File: src/rtl/apt_pkg.sv
package apt_pkg;

    localparam int          ID_W       = 10;
    localparam logic [9:0]  ID_NONE    = 10'd1023;
    localparam logic [9:0]  ID_LIMIT   = 10'd1020;
    localparam logic [8:0]  PRIO_IDLE  = 9'h100;

    typedef enum logic [0:0] {
        S_IDLE   = 1'b0,
        S_ACTIVE = 1'b1
    } apt_state_e;

    // index of the least significant set bit of a 32-bit word (0 if none)
    function automatic logic [4:0] low_index32(input logic [31:0] w);
        logic [4:0] r;
        r = 5'd0;
        for (int b = 31; b >= 0; b--) begin
            if (w[b]) r = 5'(b);
        end
        return r;
    endfunction

endpackage

File: src/rtl/apt_bp_regs.sv
module apt_bp_regs #(
    parameter int MIN_BPR = 0
) (
    input  logic       clk,
    input  logic       rst_n,
    input  logic       bpr_we,
    input  logic       abpr_we,
    input  logic [2:0] wdata,
    output logic [2:0] bpr_q,
    output logic [2:0] abpr_q
);
    localparam logic [2:0] BPR_MIN  = 3'(MIN_BPR);
    localparam logic [2:0] ABPR_MIN = 3'(MIN_BPR + 1);

    always_ff @(posedge clk) begin
        if (!rst_n) begin
            bpr_q  <= BPR_MIN;
            abpr_q <= ABPR_MIN;
        end else begin
            if (bpr_we)
                bpr_q <= (wdata < BPR_MIN) ? BPR_MIN : wdata;
            if (abpr_we)
                abpr_q <= (wdata < ABPR_MIN) ? ABPR_MIN : wdata;
        end
    end

    AST_BP_FLOOR: assert property (@(posedge clk) disable iff (!rst_n)
        (bpr_q >= BPR_MIN) && (abpr_q >= ABPR_MIN));

endmodule

File: src/rtl/apt_grp_prio.sv
module apt_grp_prio #(
    parameter bit HAS_GROUPS = 1'b1
) (
    input  logic [7:0] prio,
    input  logic       grp,
    input  logic       cbpr_en,
    input  logic [2:0] bpr,
    input  logic [2:0] abpr,
    output logic [7:0] gprio,
    output logic       eff_grp
);
    logic [2:0] bp_sel;
    logic [7:0] keep_mask;

    always_comb begin
        eff_grp   = HAS_GROUPS ? grp : 1'b0;
        bp_sel    = (eff_grp && !cbpr_en) ? abpr : bpr;
        keep_mask = 8'hFF << ({1'b0, bp_sel} + 4'd1);
        gprio     = prio & keep_mask;
    end

endmodule

File: src/rtl/apt_level_map.sv
module apt_level_map #(
    parameter int MIN_BPR = 0,
    localparam int NLVL = 256 >> (MIN_BPR + 1),
    localparam int NW   = (NLVL + 31) / 32,
    localparam int MW   = NW * 32,
    localparam int LW   = $clog2(MW)
) (
    input  logic          clk,
    input  logic          rst_n,
    input  logic          set_en,
    input  logic          set_grp,
    input  logic [LW-1:0] set_lvl,
    input  logic          clr_en,
    input  logic          clr_grp,
    output logic          after_empty,
    output logic [LW-1:0] after_lvl
);
    // index 0 holds group-0 levels, index 1 holds group-1 levels
    logic [1:0][MW-1:0] map_q;
    logic [1:0][MW-1:0] map_after;
    logic [MW-1:0]      merged;
    logic [NW-1:0]      word_nz;
    logic [4:0]         word_lo [NW];

    always_comb begin
        for (int g = 0; g < 2; g++) begin
            if (clr_en && (clr_grp == (g == 1)))
                map_after[g] = map_q[g] & (map_q[g] - MW'(1));
            else
                map_after[g] = map_q[g];
        end
        merged = map_after[0] | map_after[1];
    end

    for (genvar w = 0; w < NW; w++) begin : g_word
        assign word_nz[w] = |merged[w*32 +: 32];
        assign word_lo[w] = apt_pkg::low_index32(merged[w*32 +: 32]);
    end

    always_comb begin
        after_empty = 1'b1;
        after_lvl   = '0;
        for (int w = NW - 1; w >= 0; w--) begin
            if (word_nz[w]) begin
                after_empty = 1'b0;
                after_lvl   = LW'(w * 32) + LW'(word_lo[w]);
            end
        end
    end

    always_ff @(posedge clk) begin
        if (!rst_n) begin
            map_q <= '0;
        end else begin
            for (int g = 0; g < 2; g++) begin
                if (set_en && (set_grp == (g == 1)))
                    map_q[g] <= map_after[g] | (MW'(1) << set_lvl);
                else
                    map_q[g] <= map_after[g];
            end
        end
    end

    AST_CLR_ONE_BIT: assert property (@(posedge clk) disable iff (!rst_n)
        (clr_en && !set_en && (map_q[clr_grp] != '0)) |=>
        ($countones(map_q[$past(clr_grp)]) == $countones($past(map_q[clr_grp])) - 1));

endmodule

File: src/rtl/apt_tracker.sv
module apt_tracker #(
    parameter int MIN_BPR    = 0,
    parameter int NUM_IRQ    = 64,
    parameter bit HAS_GROUPS = 1'b1
) (
    input  logic               clk,
    input  logic               rst_n,
    input  logic               ack_req,
    input  logic [9:0]         ack_id,
    input  logic [7:0]         ack_prio,
    input  logic               ack_grp,
    input  logic               eoi_req,
    input  logic [9:0]         eoi_id,
    input  logic               cbpr_en,
    input  logic               bpr_we,
    input  logic               abpr_we,
    input  logic [7:0]         bp_wdata,
    output logic [2:0]         bpr_val,
    output logic [2:0]         abpr_val,
    output logic [8:0]         run_prio,
    output logic               rsp_valid,
    output logic               rsp_grant,
    output logic [9:0]         rsp_id,
    output logic [NUM_IRQ-1:0] active
);
    import apt_pkg::*;

    localparam int NLVL  = 256 >> (MIN_BPR + 1);
    localparam int NW    = (NLVL + 31) / 32;
    localparam int LW    = $clog2(NW * 32);
    localparam int SH    = MIN_BPR + 1;
    localparam int IDX_W = (NUM_IRQ > 1) ? $clog2(NUM_IRQ) : 1;
    localparam logic [9:0] ID_COUNT = 10'(NUM_IRQ);

    apt_state_e         state_q, state_d;
    logic [8:0]         run_q;
    logic [NUM_IRQ-1:0] act_q, grp_q;
    logic [7:0]         gprio;
    logic               eff_grp;
    logic               grant, eoi_take, eoi_grp;
    logic [IDX_W-1:0]   ack_idx, eoi_idx;
    logic               after_empty;
    logic [LW-1:0]      after_lvl;
    logic [8:0]         run_after;

    apt_bp_regs #(.MIN_BPR(MIN_BPR)) u_bp (
        .clk    (clk),
        .rst_n  (rst_n),
        .bpr_we (bpr_we),
        .abpr_we(abpr_we),
        .wdata  (bp_wdata[2:0]),
        .bpr_q  (bpr_val),
        .abpr_q (abpr_val)
    );

    apt_grp_prio #(.HAS_GROUPS(HAS_GROUPS)) u_gp (
        .prio   (ack_prio),
        .grp    (ack_grp),
        .cbpr_en(cbpr_en),
        .bpr    (bpr_val),
        .abpr   (abpr_val),
        .gprio  (gprio),
        .eff_grp(eff_grp)
    );

    apt_level_map #(.MIN_BPR(MIN_BPR)) u_map (
        .clk        (clk),
        .rst_n      (rst_n),
        .set_en     (grant),
        .set_grp    (eff_grp),
        .set_lvl    (LW'(gprio >> SH)),
        .clr_en     (eoi_take),
        .clr_grp    (eoi_grp),
        .after_empty(after_empty),
        .after_lvl  (after_lvl)
    );

    // request decode
    always_comb begin
        ack_idx  = IDX_W'(ack_id);
        eoi_idx  = IDX_W'(eoi_id);
        grant    = ack_req && (ack_id < ID_LIMIT) && ({1'b0, ack_prio} < run_q);
        eoi_take = eoi_req && !ack_req && (state_q == S_ACTIVE) && (eoi_id < ID_COUNT);
        eoi_grp  = (eoi_id < ID_COUNT) ? grp_q[eoi_idx] : 1'b0;
        run_after = after_empty ? PRIO_IDLE : (9'(after_lvl) << SH);
    end

    // next state
    always_comb begin
        state_d = state_q;
        unique case (state_q)
            S_IDLE:   if (grant) state_d = S_ACTIVE;                       // T_GRANT
            S_ACTIVE: if (eoi_take && after_empty) state_d = S_IDLE;        // T_RETIRE_LAST
            default:  state_d = S_IDLE;
        endcase
    end

    always_ff @(posedge clk) begin
        if (!rst_n) state_q <= S_IDLE;
        else        state_q <= state_d;
    end

    // outputs and per-identifier state
    always_ff @(posedge clk) begin
        if (!rst_n) begin
            run_q     <= PRIO_IDLE;
            act_q     <= '0;
            grp_q     <= '0;
            rsp_valid <= 1'b0;
            rsp_grant <= 1'b0;
            rsp_id    <= ID_NONE;
        end else begin
            rsp_valid <= ack_req;
            rsp_grant <= grant;
            if (ack_req) rsp_id <= grant ? ack_id : ID_NONE;
            if (grant) begin
                run_q <= {1'b0, gprio};
                if (ack_id < ID_COUNT) begin
                    act_q[ack_idx] <= 1'b1;
                    grp_q[ack_idx] <= eff_grp;
                end
            end else if (eoi_take) begin
                run_q          <= run_after;
                act_q[eoi_idx] <= 1'b0;
            end
        end
    end

    assign run_prio = run_q;
    assign active   = act_q;

    AST_IDLE_PRIO: assert property (@(posedge clk) disable iff (!rst_n)
        (state_q == S_IDLE) |-> (run_q == PRIO_IDLE));
    AST_PRIO_ALIGNED: assert property (@(posedge clk) disable iff (!rst_n)
        (run_q != PRIO_IDLE) |-> (run_q[SH-1:0] == '0));
    AST_REFUSE_ID: assert property (@(posedge clk) disable iff (!rst_n)
        (rsp_valid && !rsp_grant) |-> (rsp_id == ID_NONE));
    AST_GRANT_RAISES: assert property (@(posedge clk) disable iff (!rst_n)
        (ack_req && grant) |=> (run_q < $past(run_q)));
    AST_RSP_PULSE: assert property (@(posedge clk) disable iff (!rst_n)
        ack_req |=> rsp_valid);
    AST_EOI_IDLE: assert property (@(posedge clk) disable iff (!rst_n)
        (state_q == S_IDLE && eoi_req && !ack_req) |=> $stable(run_q));
    AST_EOI_DROPPED: assert property (@(posedge clk) disable iff (!rst_n)
        (ack_req && !grant && eoi_req) |=> $stable(run_q));

endmodule

File: config.mk
export PLATFORM = sky130hd
export DESIGN_NAME = apt_tracker
export DESIGN_NICKNAME = d
export VERILOG_FILES = /design/src/rtl/apt_pkg.sv /design/src/rtl/apt_bp_regs.sv /design/src/rtl/apt_grp_prio.sv /design/src/rtl/apt_level_map.sv /design/src/rtl/apt_tracker.sv
export SDC_FILE = /design/constraint.sdc
export NUM_CORES = 1
export LEC_CHECK = 0
export BUFFER_PORTS_ARGS = -buffer_cell sky130_fd_sc_hd__buf_2
export CAP_MARGIN = 0
export CORE_MARGIN = 4
export CORE_UTILIZATION = 49
export DETAILED_ROUTE_END_ITERATION = 10
export MAX_ROUTING_LAYER = met4
export PLACE_DENSITY = 0.69
export SYNTH_ARGS = -nofsm -noshare
export SYNTH_HDL_FRONTEND = slang
export SYNTH_SLANG_ARGS = --single-unit
File: constraint.sdc
create_clock -name clk -period 7.75 [get_ports clk]
set_input_delay 1.1625 -clock clk [delete_from_list [all_inputs] [get_ports clk]]
set_output_delay 1.1625 -clock clk [all_outputs]
set_load 0.05 [all_outputs]
# Word-level counts from Yosys, hierarchy flattened

Index checks and enable logic that the tools add are counted.

Input port bits: 44
Output and inout bits: 91
Register bits after elaboration: 412

Add/subtract/negate cells: 6
Bitwise logic cells: 12
Mux-type cells: 161
Equal/unequal tests: 1
Shift-type cells: 2
Reduce and logical (&&, ||, !) cells: 22
$lt $le $gt $ge: 10

Operators by type and width:

| operator                                                           | number |
|---|---|
| 2-to-1 mux 5 bit                                                   | 128 |
| 2-to-1 mux 128 bit                                                 | 4 |
| bitwise OR 128 bit                                                 | 3 |
| bitwise AND 128 bit                                                | 2 |
| subtractor 128 x 1 -> 128 bit (second input constant)              | 2 |
| 2-to-1 mux 64 bit                                                  | 3 |
| OR reduction 32 bit                                                | 4 |
| << shifter 1 x 7 -> 128 bit (first input constant)                 | 1 |
| bitwise AND 64 bit                                                 | 1 |
| bitwise mux 64 bit                                                 | 1 |
| inverter 64 bit                                                    | 1 |
| bitwise OR 64 bit                                                  | 1 |
| 2-to-1 mux 7 bit                                                   | 4 |
| 2-to-1 mux 9 bit                                                   | 3 |
| less-than comparator 10 x 7 -> 1 bit (second input constant)       | 2 |
| less-than comparator 6 x 7 -> 1 bit (second input constant)        | 2 |
| logical AND 1 bit                                                  | 13 |
| demux 1 bit (select 6 bit)                                         | 2 |
| greater-or-equal comparator 6 x 1 -> 1 bit (second input constant) | 2 |
| less-than comparator 10 bit (second input constant)                | 1 |
| 2-to-1 mux 1 bit                                                   | 10 |
| 2-to-1 mux 10 bit                                                  | 1 |
| less-than comparator 8 x 9 -> 1 bit                                | 1 |
| 2-to-1 mux 3 bit                                                   | 3 |
| other kinds (14)                                                   | 19 |

# Depth between registers and ports, before layout

Gate-level depths: netlist of run 1.

Depth in word-level cells: 47
Mapped depth: 20
Depth with buffers taken out: 14

# Modules after synthesis

From an unflattened synthesis of run 1, not the netlist that was laid out.

Cell total of the unflattened synthesis: 3013
Area, all modules: 23842.9 um^2

By module, submodules not included:

| module        | sequential area each (um^2) | instances | cells an instance | area each (um^2) |
|---|---|---|---|---|
| apt_level_map | 5124.9                      | 1         | 2184              | 16468.3 |
| apt_tracker   | 3002.9                      | 1         | 782               | 6935.4 |
| apt_bp_regs   | 120.1                       | 1         | 20                | 221.5 |
| apt_grp_prio  | 0.0                         | 1         | 27                | 217.7 |

# Worst setup path before layout of run 1

OpenSTA, ideal clock, no wires.

Path kind: in2reg
Start point: input port eoi_id[2]
End point: register run_q[3] (netlist: run_prio[3])
Stages on the path: 16
Data required time: 7.659 ns
Slack: 2.110 ns
Arrival: 5.549 ns
Cells stage by stage: buf_2 -> buf_1 -> mux2i_1 -> nor2_1 -> a2111oi_0 -> a2bb2oi_1 -> nand4_1 -> clkbuf_1 -> o41ai_1 -> nand4_1 -> nor4_2 -> nand3_1 -> or2_4 -> or4_1 -> o2111ai_1 -> nor4bb_1

Word-level cells in the longest chain between the ends: 47
Elaborated cells on any way between the ends: 158

Ends and longest elaborated chain:

| element                                | line                | text |
|---|---|---|
| start, declared                        | apt_tracker.sv:13   | `input logic [9:0] eoi_id,` |
| binary-select mux 1 bit (select 6 bit) | apt_tracker.sv:84   | `eoi_grp = (eoi_id < ID_COUNT) ? grp_q[eoi_idx] : 1'b0;` |
| 2-to-1 mux 1 bit (implied by the code) | apt_tracker.sv:84   |  |
| 2-to-1 mux 1 bit                       | apt_tracker.sv:84   |  |
| inverter 1 bit                         | apt_level_map.sv:27 | `if (clr_en && (clr_grp == (g == 1)))` |
| logical AND 1 bit                      | apt_level_map.sv:27 |  |
| 2-to-1 mux 128 bit                     | apt_level_map.sv:27 |  |
| bitwise OR 128 bit                     | apt_level_map.sv:32 | `merged = map_after[0] \| map_after[1];` |
| 2-to-1 mux 5 bit (32 in a row)         | apt_pkg.sv:18       | `if (w[b]) r = 5'(b);` |
| adder 6 x 6 -> 7 bit                   | apt_level_map.sv:46 | `after_lvl = LW'(w * 32) + LW'(word_lo[w]);` |
| 2-to-1 mux 7 bit (4 in a row)          | apt_level_map.sv:44 | `if (word_nz[w]) begin` |
| 2-to-1 mux 9 bit                       | apt_tracker.sv:85   | `run_after = after_empty ? PRIO_IDLE : (9'(after_lvl) << SH);` |
| 2-to-1 mux 9 bit                       | apt_tracker.sv:122  | `end else if (eoi_take) begin` |
| 2-to-1 mux 9 bit                       | apt_tracker.sv:116  | `if (grant) begin` |
| end signal, assigned                   | apt_tracker.sv:117  | `run_q <= {1'b0, gprio};` |
| end signal, assigned                   | apt_tracker.sv:123  | `run_q <= run_after;` |
| end, declared                          | apt_tracker.sv:36   | `logic [8:0] run_q;` |

Several ways; a longest one is shown, not always the timed one. The select of a mux whose other input is x is not followed.
A chain may end at the register's enable or synchronous reset.

# Final worst setup path of run 1

Start point: input port eoi_id[2]
End point: register run_q[2] (netlist: run_prio[2])

Same word-level chain as after synthesis.

==> impl_metrics.tcl, run 1 <==
set metrics [dict create \
    status "finished, violations left" \
    failed_checks "max-capacitance violations" \
    synthTopCellsByCount "412 x dfxtp_1, 405 x nor2_1, 240 x nand2_1" \
    yosysWarningCount 0 \
    fin_ws_ps 766 \
    arrival_ps 7440 \
    crit_chain "buf_2, mux2_2, a22o_1, a2111oi_0, buf_4, o2bb2ai_2, o311ai_2, buf_4, o41ai_1, nand4_1, nor3_1, and4b_1, a211oi_2, nor3b_1, a311oi_1, buf_4, o31ai_1" \
    fp.dieW_um 226 \
    fin_hold_ws_ps 473 \
    htreeDepth 2 \
    crit_path_max_incr_delay_ps 1080 \
    synth_edf_count 0 \
    ios 135 \
    rsz0062_at_grt "no" \
    cts_setup_buffers 0 \
    overflow 0 \
    grt_pass1_wl_mm 155 \
    synth_most_common_cell "dfxtp_1" \
    drt-total-wl_mm 106 \
    insertion_delay_ps 620 \
    layout-drive-gt1-share 0.139 \
    tns_ps 0 \
    grt_pass1_vias 24500 \
    cts_buffers 47 \
    finalClockSkew_ps 22.7 \
    crit_type "in -> reg" \
    placementRows 79 \
    num_vias 26800 \
    antenna_found_initial 3 \
    netlist-cell-type-count 87 \
    critPathSlowestCell "o311ai_2" \
    syn_area_sq_mm 0.0232 \
    fin_crit_sh 0.901 \
    pre_cts_ws_ps 450 \
    post_drt_wl_per_cell_um 28.1 \
    grt_max_degree 142 \
    synth_cells 2991 \
    tritoncts "yes" \
    dieArea_sq_mm 0.0509 \
    cp.required_ps 8210 \
    port_buffers 129 \
    cts_max_path_buffers 3 \
    syn_to_final_growth_pct 14.6 \
    hold_path_class "reg -> reg" \
    dp_hpwl_mm 76.2 \
    path_clk_slew_ps 60 \
    max_freq_ghz 0.143 \
    cp-start-kind "primary input" \
    place_congestion 1.11 \
    end_kind "register" \
    power_leakage_nw 11.2 \
    power_density_mw_per_mm2 191 \
    holdBufCountCts 0 \
    drtIter0Drc 4504 \
    die_h_um 226 \
    yosys_most_used_dff "dfxtp_1" \
    clock_sinks 412 \
    yosysTopAreaCell "dfxtp_1" \
    cap_violations 1 \
    ys_seq_elements 412 \
    viasPerCell 7.11 \
    postSynthAreaPerCell_sq_um 7.76 \
    coreArea_sq_mm 0.0467 \
    syn-num-nets 3045 \
    track_usage 0.409 \
    fin_crit_ps 6980 \
    cts_resized 0 \
    ant_nets 0 \
    total_power_mw 5.07 \
    worst_pin_slew_ps 1450 \
    hold_viol_final 0 \
    cts_root_buffer "clkbuf_16" \
    nets 3166 \
    start_util 0.498 \
    async_reset_ff_frac 0 \
    drc_errors 0 \
    drt_first_pass_iters 7 \
    synth_top_area_frac 0.355 \
    path_common_cell "buf_4" \
    synth_area_leaders "dfxtp_1 36%, o21a_1 6.7%, nor2_1 6.5%" \
    worstPathMaxFanout 28 \
    maxSlewViolCount 0 \
    final_util 0.570 \
    vdd_drop_max_mv 0.181 \
    yosysSeqAreaShare 0.355 \
    maxSlewHeadroom 0.0154 \
    setup_viol 0 \
]
-- per-layer routing --
metal	share of wire	up-vias	track usage
met5	0	-	-
met4	0.061	0	0.200
met3	0.14	458	0.125
met2	0.41	2072	0.571
met1	0.39	12700	0.537
li1	-	11600	-
-- flip-flops by register name, indices dropped and copies added (netlist names) --
| signal | count |
|---|---|
| rsp_id | 10 |
| u_bp.bpr_q | 3 |
| run_prio | 9 |
| rsp_grant | 1 |
| state_q | 1 |
| u_bp.abpr_q | 3 |
| active | 64 |
| rsp_valid | 1 |
| u_map.map_q | 256 |
| grp_q | 64 |
-- layout make-up --
class | count | area, sq um
Tap cell | 607 | 759
Multi-Input combinational cell | 2348 | 14200
Fill cell | 4348 | 20000
Timing Repair Buffer | 260 | 1640
Clock inverter | 19 | 264
Inverter | 43 | 169
Clock buffer | 68 | 1350
Antenna cell | 6 | 15.0
Sequential cell | 412 | 8250
-- power by group --
| group | total [mW] | leakage (nW) | internal (mW) | switching, mW |
|---|---|---|---|---|
| Combinational | 0.558 | 7.05 | 0.132 | 0.426 |
| Sequential | 2.14 | 3.32 | 2.13 | 0.0109 |
| Clock | 2.38 | 0.797 | 1.41 | 0.967 |
| Total | 5.07 | 11.2 | 3.67 | 1.40 |
-- cells in the final DEF, fill, tap and decap left out, types with 41 or more instances in the layout --
master     instances
a21oi_1          143
buf_2            128
buf_4            131
clkbuf_16         48
dfxtp_1          412
inv_1             42
nand2_1          240
nand3_1          113
nand4_1          100
nor2_1           405
nor3_1            79
nor4_1            57
o21a_1           208
o21ai_0          154
o31ai_1           98
o41ai_1           67
or2_2             41
or3_1            109
or4_1             52
-- per-stage QoR --
step           instances  area, sq um
6_report            3763        26600
3_5_place_dp        3670        25000
5_1_grt             3760        26600
2_1_floorplan       2991        23200
4_1_cts             3757        26600
3_3_place_gp        3670        25000
-- worst max-delay path, delay by kind of cell --
kind | cells | cell delay (ps)
buf+inv | 4 | 1240
mux | 1 | 400
compound gates | 8 | 3450
simple gates | 4 | 1160
-- path summary, 6_finish.rpt --
kind	start	to	cells after the start	slack, ps
setup reg to reg	u_map.map_q[7]	run_prio[2]	15	940
hold reg to reg	grp_q[36]	grp_q[36]	2	470
setup / recovery	eoi_id[2]	run_prio[2]	17	770
hold / removal	grp_q[36]	grp_q[36]	2	470
-- kinds of logic (layout without fill, tap and decap cells) --
kind of cell,count (synthesis),count (layout),share of synthesized area
AND/OR/NAND/NOR,1359,1359,0.297
adder cells (fa/ha/maj),12,12,0.00625
flip-flops,412,412,0.355
XOR/XNOR,1,1,0.000377
AO/OA/AOI/OAI,940,940,0.287
other,0,6,0
multiplexers,36,36,0.0156
buffers and inverters,231,390,0.0385
No activity file was read; power rests on OpenSTA's default activity.
==> inputs of run 2 (changes only) <==
--- a/config.mk
+++ b/config.mk
@@ -9,6 +9,7 @@
 export CAP_MARGIN = 0
 export CORE_MARGIN = 4
 export CORE_UTILIZATION = 49
+export CTS_BUF_LIST = sky130_fd_sc_hd__clkbuf_16
 export DETAILED_ROUTE_END_ITERATION = 10
 export MAX_ROUTING_LAYER = met4
 export PLACE_DENSITY = 0.69
==> constraint.sdc (replaced) <==
create_clock -name clk -period 8.2 [get_ports clk]
set_input_delay 1.23 -clock clk [delete_from_list [all_inputs] [get_ports clk]]
set_output_delay 1.23 -clock clk [all_outputs]
set_load 0.05 [all_outputs]
==> run 2 against run 1 <==
Net effect:
- the flow finishes with violations (max-capacitance violations, max-slew violations)
- utilization shrank 0.63 points
- clock power shrank 13%
- final area shrank 1.1%
- count of clock-buffer cells in the layout shrank 21
- worst setup slack gained 600 ps
- first-iteration DRC count shrank 4.2%
- sequential share of layout area grew 0.35 points
- highest routed layer unchanged
==> impl_metrics.tcl, run 2 (synthesis gave the netlist of run 1 again) <==
set metrics [dict create \
    cp-start-kind "primary input" \
    dp_hpwl_mm 74.8 \
    end_kind "register" \
    post_drt_wl_per_cell_um 28.0 \
    num-fill-cells 4421 \
    htreeDepth 2 \
    worstHoldPathCells 2 \
    tritoncts "yes" \
    nets 3153 \
    cts_root_buffer "clkbuf_16" \
    viasPerCell 7.11 \
    r2r_start "u_map.map_q[7]" \
    cts_resized 0 \
    start_util 0.498 \
    drc_errors 0 \
    maxSlewViolCount 10 \
    status "finished, violations left" \
    reg2reg_to "run_prio[1]" \
    power.clock.fraction 0.447 \
    fin_cells 3741 \
    post-place-cells 3657 \
    worstPathMaxFanout 29 \
    fp.dieW_um 226 \
    hold_path_class "reg -> reg" \
    track_usage 0.403 \
    clock_sinks 412 \
    grt_pass1_vias 24500 \
    setup_viol 0 \
    max_freq_ghz 0.146 \
    arrival_ps 7360 \
    coreArea_sq_mm 0.0467 \
    num_vias 26600 \
    placementRows 79 \
    r2r_setup_slack_ps 1590 \
    hold_viol_final 0 \
    cts_buffers 47 \
    p_seq_frac 0.439 \
    grt_pass1_wl_mm 153 \
    layout-drive-gt1-share 0.131 \
    final_cell_mix "412 x dfxtp_1, 405 x nor2_1, 240 x nand2_1, 208 x o21a_1, 154 x o21ai_0" \
    path_clk_slew_ps 70 \
    drt-total-wl_mm 105 \
    cap_violations 1 \
    insertion_delay_ps 620 \
    p_int_mw 3.27 \
    ios 135 \
    fin_crit_sh 0.833 \
    vdd_drop_max_mv 0.166 \
    antenna_found_initial 2 \
    finalClockSkew_ps 15.0 \
    syn_to_final_growth_pct 13.3 \
    final_common_cell "dfxtp_1" \
    tns_ps 0 \
    combinationalPowerShare 0.114 \
    rsz0062_at_grt "no" \
    cts_max_path_buffers 3 \
    grt_max_degree 140 \
    power_leakage_nw 11.0 \
    overflow 0 \
    cts_setup_buffers 0 \
    drt_first_pass_iters 8 \
    hold_path_end "grp_q[32]" \
    dieArea_sq_mm 0.0509 \
    largest_reg_flops 256 \
    r2r_cells 14 \
    worst_pin_slew_ps 1560 \
    cp.required_ps 8730 \
    holdBufCountCts 0 \
    fin_crit_ps 6830 \
    crit_type "in -> reg" \
    maxSlewHeadroom -0.0406 \
    die_h_um 226 \
    place_congestion 1.13 \
    largest-register "u_map.map_q" \
    power.share.switching 0.291 \
    power_density_mw_per_mm2 175 \
    port_buffers 129 \
    drtIter0Drc 4313 \
    total_power_mw 4.61 \
    p_switching_mw 1.34 \
    failed_checks "max-capacitance violations, max-slew violations" \
    worstHoldStart "grp_q[32]" \
    ant_nets 0 \
]
==> run 2: per-stage QoR <==
stage	cell area [sq um]	util	hold WS (ps)	worst slack, ps
5_1_grt	26300	0.564	481	1250
6_report	26300	0.564	454	1370
3_3_place_gp	24900	0.533	442	1120
4_1_cts	26300	0.564	456	1620
2_1_floorplan	23200	-	436	2490
3_5_place_dp	24900	0.533	447	1010
==> run 2: layout make-up <==
| type | instances | area (sq um) | area share |
|---|---|---|---|
| repair buffers | 247 | 1530 | 0.0583 |
| clock inverters | 34 | 256 | 0.00975 |
| multi-input cells | 2348 | 14200 | 0.538 |
| inverters | 43 | 169 | 0.00642 |
| well taps | 607 | 759 | 0.0289 |
| clock buffers | 47 | 1180 | 0.0447 |
| diodes | 3 | 7.51 | 0.000285 |
| flip-flops and latches | 412 | 8250 | 0.313 |
==> run 2: power by group through the flow <==
stage | Sequential (mW) | Combinational, mW | Clock [mW]
global route | 2.02 | 0.537 | 2.14
floorplan | 2.09 | 0.261 | 0
detailed placement | 2.07 | 0.495 | 0
finish | 2.02 | 0.525 | 2.06
CTS | 2.02 | 0.497 | 2.06
global placement | 2.07 | 0.492 | 0
==> run 2: how the worst max path moves through the flow <==
| stage | from | to | slack [ps] | cells past startpoint |
|---|---|---|---|---|
| floorplan | eoi_id[2] | run_prio[3] | 2490 | 16 |
| global placement | eoi_id[2] | run_prio[1] | 1120 | 17 |
| detailed placement | eoi_id[2] | run_prio[1] | 1010 | 17 |
| CTS | eoi_id[2] | run_prio[1] | 1620 | 17 |
| global route | eoi_id[2] | run_prio[1] | 1250 | 17 |
| finish | eoi_id[2] | run_prio[1] | 1370 | 17 |
==> run 2: worst max-delay path: stages <==
cell and delay, ps:
buf_2 560, buf_4 310, mux2i_1 280, o22ai_1 110, a22oi_1 220, o2111ai_2 420
buf_4 340, or4_1 890, o21ai_0 450, nand4_1 240, nor4_2 530, nand3_1 310
a211oi_2 550, o2111a_1 340, nor3_1 100, buf_4 200, o31ai_1 240
==> run 2: routing by layer <==
metal,wire length (um),global-route usage
met5,0,-
met4,6340,0.203
met3,13800,0.111
met2,43600,0.576
met1,41200,0.524
